[src/rtl/board_fault_latch.sv]
module board_fault_latch #(
  parameter int N_SEV    = 3,
  parameter int N_MILD   = 4,
  parameter int DW       = 16,
  parameter int HOLD_CYC = 25_000_000
) (
  input  logic              clk,
  input  logic              rst_n,
  input  logic [N_SEV-1:0]  sev_stb_i,
  input  logic [N_MILD-1:0] mild_stb_i,
  input  logic              init_i,
  input  logic              run_i,
  input  logic              wr_en_i,
  input  logic              addr_i,
  input  logic [DW-1:0]     wdata_i,
  output logic [DW-1:0]     rdata_o,
  output logic              local_err_o,
  output logic              sys_err_o,
  output logic              led_run_o,
  output logic              led_sys_o,
  output logic              led_local_o
);
  localparam int NB = N_SEV + N_MILD;
  localparam int CW = $clog2(HOLD_CYC + 1);
  localparam logic [CW-1:0] RELOAD = CW'(HOLD_CYC - 1);

  logic [NB-1:0] stat_q, cause_q;
  logic          cause_v_q;

  wire [NB-1:0] hit      = {mild_stb_i, sev_stb_i};
  wire          stat_wr  = wr_en_i && !addr_i;
  wire          shad_wr  = wr_en_i && addr_i;
  wire [NB-1:0] clr_mask = init_i ? {NB{1'b1}} : (stat_wr ? wdata_i[NB-1:0] : '0);
  wire          keep_v   = cause_v_q && !shad_wr;

  always_ff @(posedge clk or negedge rst_n) begin
    if (!rst_n) stat_q <= '0;
    else        stat_q <= (stat_q & ~clr_mask) | hit;
  end

  always_ff @(posedge clk or negedge rst_n) begin
    if (!rst_n) begin
      cause_q   <= '0;
      cause_v_q <= 1'b0;
    end else begin
      if (shad_wr) begin
        cause_q   <= '0;
        cause_v_q <= 1'b0;
      end
      if (!keep_v && |hit) begin
        cause_q   <= hit;
        cause_v_q <= 1'b1;
      end
    end
  end

  assign sys_err_o   = |stat_q[N_SEV-1:0];
  assign local_err_o = |stat_q;
  assign rdata_o     = addr_i ? DW'({cause_v_q, cause_q}) : DW'(stat_q);

  wire  [2:0] led_src = {local_err_o, sys_err_o, run_i};
  logic [2:0] led_q;

  for (genvar i = 0; i < 3; i++) begin : g_lamp
    logic [CW-1:0] cnt_q;
    always_ff @(posedge clk or negedge rst_n) begin
      if (!rst_n) begin
        cnt_q    <= '0;
        led_q[i] <= 1'b0;
      end else if (led_src[i]) begin
        cnt_q    <= RELOAD;
        led_q[i] <= 1'b1;
      end else if (cnt_q != '0) begin
        cnt_q    <= cnt_q - 1'b1;
      end else begin
        led_q[i] <= 1'b0;
      end
    end


    lamp_follow_chk: assert property (@(posedge clk) disable iff (!rst_n)
      led_src[i] |=> led_q[i]);
  end

  assign led_run_o   = led_q[0];
  assign led_sys_o   = led_q[1];
  assign led_local_o = led_q[2];


  sev_raise_chk: assert property (@(posedge clk) disable iff (!rst_n)
    |sev_stb_i |=> (sys_err_o && local_err_o));


  sys_cause_chk: assert property (@(posedge clk) disable iff (!rst_n)
    $rose(sys_err_o) |-> $past(|sev_stb_i));


  full_clear_chk: assert property (@(posedge clk) disable iff (!rst_n)
    (stat_wr && &wdata_i[NB-1:0] && !(|hit)) |=> !local_err_o);


  set_wins_chk: assert property (@(posedge clk) disable iff (!rst_n)
    (|hit) |=> local_err_o);


  init_keeps_shadow_chk: assert property (@(posedge clk) disable iff (!rst_n)
    (init_i && !shad_wr && cause_v_q) |=> (cause_v_q && $stable(cause_q)));


  shadow_hold_chk: assert property (@(posedge clk) disable iff (!rst_n)
    (cause_v_q && !shad_wr) |=> $stable(cause_q));
endmodule

[config.mk]
export PLATFORM = sky130hd
export DESIGN_NAME = board_fault_latch
export DESIGN_NICKNAME = d
export VERILOG_FILES = /design/src/rtl/board_fault_latch.sv
export SDC_FILE = /design/constraint.sdc
export NUM_CORES = 1
export LEC_CHECK = 0
export BUFFER_PORTS_ARGS = -buffer_cell sky130_fd_sc_hd__buf_2
export CAP_MARGIN = 10
export CORE_UTILIZATION = 40
export DETAILED_ROUTE_END_ITERATION = 6
export SETUP_SLACK_MARGIN = 0.15
export SYNTH_ARGS = -nofsm -noshare
export SYNTH_HDL_FRONTEND = slang
export SYNTH_SLANG_ARGS = --single-unit
[constraint.sdc]
create_clock -name clk -period 6.81 [get_ports clk]
set_clock_uncertainty 0.2 [all_clocks]
set_input_delay 0.3405 -clock clk [delete_from_list [all_inputs] [get_ports clk]]
set_output_delay 0.3405 -clock clk [all_outputs]
set_load 0.1 [all_outputs]
==> results of run 1 <==
path summary, 6_finish.rpt:
path,start,endpoint,slack (ps),cells past startpoint
worst min register to register,led_sys_o,led_sys_o,270,2
worst max register to register,g_lamp[0].cnt_q[0],g_lamp[0].cnt_q[11],3820,7
max in group asynchronous,rst_n,g_lamp[2].cnt_q[10],5020,3
min in group asynchronous,rst_n,g_lamp[1].cnt_q[20],330,2
worst max-delay path,stat_q[0],local_err_o,3640,5
worst min-delay path,sev_stb_i[1],stat_q[1],30,2
critical path: cells and delay by family, from the launching register on:
| kind | cells | cell delay (ps) |
|---|---|---|
| buffers and inverters | 3 | 1080 |
| DFF | 1 | 400 |
| and+or+nand+nor | 2 | 790 |
cell usage after synthesis (all sizes together), types with 3 or more instances:
| cell | instances |
|---|---|
| dfrtp | 93 |
| nand2 | 50 |
| nor2 | 31 |
| o21ai | 28 |
| a21oi | 23 |
| nor4 | 22 |
| or4 | 22 |
| nor3 | 20 |
| or3 | 18 |
| xor2 | 18 |
| clkbuf | 17 |
| xnor2 | 17 |
| buf | 16 |
| nand3 | 16 |
| inv | 12 |
| nand4 | 9 |
| o31ai | 8 |
| a22o | 7 |
| a31o | 7 |
| and3 | 7 |
| mux2 | 7 |
| or2 | 7 |
| ha | 6 |
| and2 | 4 |
| nand2b | 4 |
| o211ai | 4 |
| a2111oi | 3 |
| and4 | 3 |
| nand3b | 3 |
| nand4b | 3 |
| nor2b | 3 |
| o41ai | 3 |
| or4b | 3 |
state kept, by name, indices dropped and copies added, names as in the netlist:
register	count
g_lamp.cnt_q	75
cause_q	7
stat_q	7
cause_v_q	1
led_local_o	1
led_run_o	1
led_sys_o	1
per-stage QoR:
stage	total power [mW]	instances	util (%)
floorplan	0.670	523	-
global placement	0.696	693	43.4
detailed placement	0.697	693	43.4
CTS	1.24	710	46.1
global route	1.26	710	46.1
finish	1.22	710	46.1
logic make-up after synthesis:
| group | synth area share [%] |
|---|---|
| xor+xnor | 6.16 |
| mux | 1.99 |
| fa+ha+maj | 1.51 |
| buf+inv | 4.42 |
| flops | 46.7 |
| other cells | 0.0753 |
| simple gates | 26.7 |
| compound gates | 12.4 |
layout make-up:
cell class	instances	area [um2]	area share (%)
clock buffers	13	250	4.50
flip-flops and latches	93	2330	41.8
multi-input cells	384	2460	44.3
clock inverters	3	68.8	1.24
repair buffers	36	195	3.51
well taps	168	210	3.78
inverters	13	48.8	0.877
power by group through the flow:
| stage | combinational (mW) | clock (mW) | sequential (mW) |
|---|---|---|---|
| 6_report | 0.117 | 0.535 | 0.569 |
| 5_1_grt | 0.124 | 0.569 | 0.571 |
| 3_5_place_dp | 0.118 | 0 | 0.580 |
| 3_3_place_gp | 0.117 | 0 | 0.579 |
| 4_1_cts | 0.118 | 0.548 | 0.569 |
| 2_1_floorplan | 0.0923 | 0 | 0.578 |
layout by cell type (no fill, tap or decap), types with 4 or more instances in the layout:
cell and instances:
dfrtp_1 93, nand2_1 50, buf_2 31, nor2_1 30, o21ai_0 26, a21oi_1 23
or4_1 21, nor4_1 19, nor3_1 19, xor2_1 18, xnor2_1 17, nand3_1 16
or3_1 15, inv_1 11, nand4_1 9, clkbuf_16 9, o31ai_1 8, conb_1 8
mux2_2 7, a31o_2 7, and3_1 7, a22o_1 7, or2_2 6, ha_1 6
nand2b_1 4, o211ai_1 4, buf_4 4
what timing repair did:
action	in CTS	in global routing
hold buffers	1	0
endpoints found under the hold margin	41	0
endpoints found under the setup margin	0	0
layer usage:
| metal | vias up | wire, um | global-route usage [%] | share of wire, % |
|---|---|---|---|---|
| met1 | 1897 | 4820 | 21.4 | 47 |
| li1 | 1926 | - | - | - |
| met3 | 15 | 261 | 2.34 | 2.6 |
| met5 | - | 0 | 0 | 0 |
| met2 | 64 | 4880 | 28.8 | 48 |
| met4 | 0 | 203 | 7.11 | 2.0 |
==> key figures, run 1 <==
Logic synthesis
  – Synth Register Bits: 93
  – Synth top area share: 46.7%
  – Syn_area_per_cell: just under 10 um2
  – Top_reg_cell synth: dfrtp_1
  – Area of the mapped netlist: between 4000 and 5000 um2
  – Post-synthesis sequential area ratio: between 40% and 50%
  – Largest area contributor in the netlist: dfrtp_1
  – Post-Synthesis Cells: 516
  – Post-synth EDFFs: 0
  – Post-synth ARST share: 100%
  – Yosys Warn Count: 0
  – Synth cell types: between 60 and 70
  – Main area contributors after synthesis: dfrtp_1, nand2_1, or4_1

Hold path
  – Worst Hold Class: input pin to register

Power
  – Logic pwr share: roughly a tenth
  – VDD IR-drop max: around 100 uV
  – Power per Cell Area: around 220 nW/um2
  – Sequential share of power: a little under half
  – Switching share of power: 24.7%
  – Internal Dissipation: between 0.9 and 1 mW
  – LEAKAGE: between 1.5 and 2 nW
  – Clk pwr share: 43.8%
  – P_sw: 0.302 mW

Critical path
  – Critical-path maximum fanout: 20
  – Critical-path top delay cell: and2_1
  – Crit. End Element: output pin
  – Startpoint Class: register
  – Worst EP required: between 6000 and 7000 ps
  – Worst-path cell chain: nor3_2 -> buf_4 -> and2_1 -> clkinv_1 -> buf_2
  – CP max stage delay: between 600 and 700 ps
  – WP data arrival: roughly 2600 ps
  – Setup CP Type: register to output pin

GRT
  – Total gr overflow: 0
  – Gr usage total: approximately 17%
  – Initial antenna violation count: 0
  – First-pass GRT wire length: 17.7 mm
  – Largest net degree at the start of global routing: 53
  – Vias in the first global route: 3852

Layout
  – Design Area, Final: 5560 um2
  – Layout cells sized above 1: between 15 and 20%
  – Fillers: 1142
  – Post-layout nets: between 500 and 600
  – Layout area overhead: 11.7%
  – ANT cells: 0

Timing
  – Worst slew pin tran: 1020 ps
  – RSZ-0062 raised after global routing: false
  – Final setup fails: 0
  – Tcrit/Tclk final: between 40% and 50%
  – Setup ws final: approximately 3600 ps
  – Fmax: around 320 MHz
  – Final slew viol count: 0
  – Slew HR: 31.6%
  – Final critical-path required period: ~3200 ps
  – Hold Slack: ~30 ps
  – Fin. Hold Viols: 0
  – Setup TNS Final: 0 ps

Clock tree
  – Clk buf depth: 2
  – # clock sinks: 93
  – Clk Tree Root Cell: clkbuf_16
  – Clock latency on the worst-skew pair: roughly 330 ps
  – H-tree Lvls: 3
  – Resize count post-CTS: 0
  – TritonCTS Buffers: 9
  – Post CTS Setup Buffer Count: 0
  – CTS tree: yes
  – Reg clk slew, reported paths: ~60 ps

Route
  – Via Count: 3902
  – ANT nets after route: 0
  – Drt pass-1 iters: 5
  – Routed WL: a little over 10 mm
  – DRC: 0
  – Vias/cell: 5.50
  – WL/cell: 14.3 um
  – DR iter-0 viols: about 250

Die
  – DIE HEIGHT: around 110 um
  – Core ar.: approximately 12000 um2
  – Starting Density: just over 40%
  – Die area: 12900 um2
  – Die W: about 110 um
  – Num rows: 40
  – Io pins: 50

Placed design
  – I/O Buffers: 32
  – Area after DPL: 5240 um2
  – Routability cong.: 0.776
  – Dpl hpwl: between 6 and 7 mm
  – Pre-CTS WS: approximately 3800 ps

Status
  – Outcome: completed

Run
  – Max-Cap Viols: 0
Note: power is estimated with default switching activity, not from simulation.
==> run 2: changes to the inputs <==
--- a/config.mk
+++ b/config.mk
@@ -5,6 +5,7 @@
 export SDC_FILE = /design/constraint.sdc
 export NUM_CORES = 1
 export LEC_CHECK = 0
+export ABC_AREA = 1
 export BUFFER_PORTS_ARGS = -buffer_cell sky130_fd_sc_hd__buf_2
 export CAP_MARGIN = 10
 export CORE_UTILIZATION = 40
==> constraint.sdc (replaced) <==
create_clock -name clk -period 2.9 [get_ports clk]
set_clock_uncertainty 0.2 [all_clocks]
set_input_delay 0.145 -clock clk [delete_from_list [all_inputs] [get_ports clk]]
set_output_delay 0.145 -clock clk [all_outputs]
set_load 0.1 [all_outputs]
==> run 2 against run 1 <==
Setup slack got worse by 3200 ps. Synthesized cell count rose by 57%. Combinational power rose to 2.9 times the previous value. Die area rose by 15%. Critical path depth did not move. Sequential power rose by 140%. Design area rose by 17%. Via count rose by 32%. First-iteration DRC count rose by 53%. Clock power rose by 120%. Critical endpoint unchanged. Largest cell class unchanged. Largest power group unchanged.
==> key figures, run 2 <==
Clock tree
  – Reg clk slew, reported paths: 70 ps (about the same)
  – Clk buf depth: 2 (unchanged)
  – H-tree Lvls: 3 (unchanged)
  – TritonCTS Buffers: 9 (unchanged)
  – Hold_buf cts: 15 (+14)
  – Post CTS Setup Buffer Count: 0 (unchanged)
  – Clk Tree Root Cell: clkbuf_16
  – # clock sinks: 93 (unchanged)
  – CTS tree: yes
  – Clock latency on the worst-skew pair: 360 ps (+30 ps)
  – Resize count post-CTS: 0 (unchanged)

Layout
  – Post-layout nets: 893 (+56%)
  – Commonest cells after routing, fill and taps aside: nand2_1, nor2_1, nand3_1
  – Layout cells sized above 1: 12.7% (-2.8 points)
  – ANT cells: 0 (unchanged)
  – Reg with most FFs: g_lamp.cnt_q
  – Largest registers: g_lamp.cnt_q x75, cause_q x7, stat_q x7
  – Commonest non-fill, non-tap cell in the layout: nand2_1
  – Layout area overhead: 13.1%
  – Number of flip-flops in the largest register: 75 (unchanged)

Placed design
  – Routability cong.: 0.884 (+14%)
  – Pre-CTS WS: 780 ps (-3000 ps)
  – I/O Buffers: 32 (unchanged)
  – Dpl hpwl: 9.77 mm (+41%)

Die
  – Core ar.: 14000 um2 (+16%)
  – Die W: 122 um (+7.4%)
  – Io pins: 50 (unchanged)
  – DIE HEIGHT: 122 um (+7.4%)
  – Starting Density: 41.2% (-0.11 points)
  – Die area: 14900 um2 (+15%)
  – Num rows: 43 (+7.5%)

Timing
  – Tcrit/Tclk final: between 80% and 90%
  – Slew HR: 30.7% (-0.86 points)
  – Setup ws final: 432 ps (-3210 ps)
  – Hold Slack: 16.5 ps (-13.5 ps)
  – Final slew viol count: 0 (unchanged)
  – RSZ-0062 raised after global routing: false
  – Fmax: slightly above 400 MHz
  – Final setup fails: 0 (unchanged)
  – Final critical-path required period: about 2500 ps
  – Fin. Hold Viols: 0 (unchanged)
  – Worst slew pin tran: 1040 ps (+22.3 ps)

GRT
  – Total gr overflow: 0 (unchanged)
  – Gr usage total: 19.8% (+2.9 points)
  – Initial antenna violation count: 0 (unchanged)
  – First-pass GRT wire length: 23.2 mm (+31%)
  – Vias in the first global route: 4743 (+23%)
  – Largest net degree at the start of global routing: 82 (+55%)

Logic synthesis
  – Area of the mapped netlist: 5760 um2 (+16%)
  – Synth top area share: 40.4% (-6.3 points)
  – Post-synth EDFFs: 0 (unchanged)
  – Post-synth ARST share: 100% (unchanged)
  – Synth cell types: 36 (-43%)
  – Yosys Warn Count: 0 (unchanged)
  – Syn_area_per_cell: 7.13 um2 (-26%)
  – Count leader, synth: nand2_1
  – Post-synthesis sequential area ratio: 40.4% (-6.3 points)
  – Top_reg_cell synth: dfrtp_1
  – Post-Synthesis Cells: 808 (+57%)
  – Synth top cells by count: nand2_1, nor2_1, nand3_1, dfrtp_1, inv_1
  – Synth Register Bits: 93 (unchanged)
  – Largest area contributor in the netlist: dfrtp_1
  – Main area contributors after synthesis: dfrtp_1, nand2_1, nor2_1

Route
  – WL/cell: 13.0 um (-9.0%)
  – Vias/cell: 4.95 (-10%)
  – ANT nets after route: 0 (unchanged)
  – Via Count: 5158 (+32%)
  – DR iter-0 viols: 385 (+53%)
  – Drt pass-1 iters: 5 (unchanged)
  – Routed WL: 13.6 mm (+34%)
  – DRC: 0 (unchanged)

Hold path
  – Worst Hold Class: input pin to register
  – Hold Crit Start: run_i

Power
  – LEAKAGE: 2.89 nW (+49%)
  – VDD IR-drop max: 368 uV (+260%)
  – Power per Cell Area: 437 nW/um2 (+99%)

Critical path
  – Worst EP required: 2560 ps (-3710 ps)
  – CP max stage delay: 420 ps (-190 ps)
  – Critical-path top delay cell: nor2_2
  – Most frequent CP cell: inv_1
  – Crit. End Element: output pin
  – Startpoint Class: register
  – Setup CP Type: register to output pin
  – R2r startpoint: stat_q[2]
  – CP Launch Point: stat_q[2]
  – Critical-path maximum fanout: 6 (-70%)
  – WP data arrival: 2120 ps (-510 ps)
  – Worst-path cell chain: inv_1 -> nand3_1 -> nor2_2 -> inv_1 -> buf_2

Status
  – Outcome: completed

Run
  – Max-Cap Viols: 0 (unchanged)
run 2: logic make-up after synthesis:
kind of cell / synth area share (%)
flip-flops: 40.4
adder cells (fa/ha/maj): 1.30
other: 0.0651
AO/OA/AOI/OAI: 6.93
buffers and inverters: 7.99
AND/OR/NAND/NOR: 43.3
run 2: area by class of cell:
class	count	area, um2
Multi-Input combinational cell	613	3000
Fill cell	1418	7480
Timing Repair Buffer	51	343
Sequential cell	93	2330
Inverter	90	338
Clock inverter	6	51.3
Tap cell	180	225
Clock buffer	10	229
run 2: layer usage:
| metal | global-route usage, % | part of all wire [%] |
|---|---|---|
| met5 | 0 | 0 |
| met4 | 5.32 | 1.1 |
| met3 | 3.79 | 3.0 |
| met2 | 30.4 | 46 |
| met1 | 28.2 | 50 |
run 2: final timing paths:
path | endpoint | slack (ps) | cells past startpoint
max | local_err_o | 430 | 5
min | g_lamp[0].cnt_q[13] | 20 | 3
max reg2reg | g_lamp[2].cnt_q[9] | 780 | 6
min reg2reg | led_local_o | 280 | 2
max in group asynchronous | g_lamp[2].cnt_q[5] | 1420 | 3
min in group asynchronous | led_run_o | 320 | 2
run 2: metrics by stage:
stage / setup TNS [ps] / total power [mW] / instance area [um2] / utilization [%] / cells
6_report: 0 / 2.84 / 6510 / 46.6 / 1043
5_1_grt: 0 / 2.95 / 6510 / 46.6 / 1043
4_1_cts: 0 / 2.88 / 6510 / 46.6 / 1043
3_5_place_dp: 0 / 1.70 / 6080 / 43.5 / 1012
3_3_place_gp: 0 / 1.70 / 6080 / 43.5 / 1012
2_1_floorplan: -105 / 1.62 / 5790 / - / 815
run 2: worst max-delay path, delay by kind of cell, from the launching register on:
kind	cells	cell delay, ps
simple gates	2	730
buf+inv	3	640
flops	1	380
run 2: power by group:
part	switching [mW]	internal [mW]	total, mW
Combinational	0.270	0.0698	0.340
Sequential	0.0191	1.33	1.35
Clock	0.560	0.596	1.16
Total	0.849	1.99	2.84
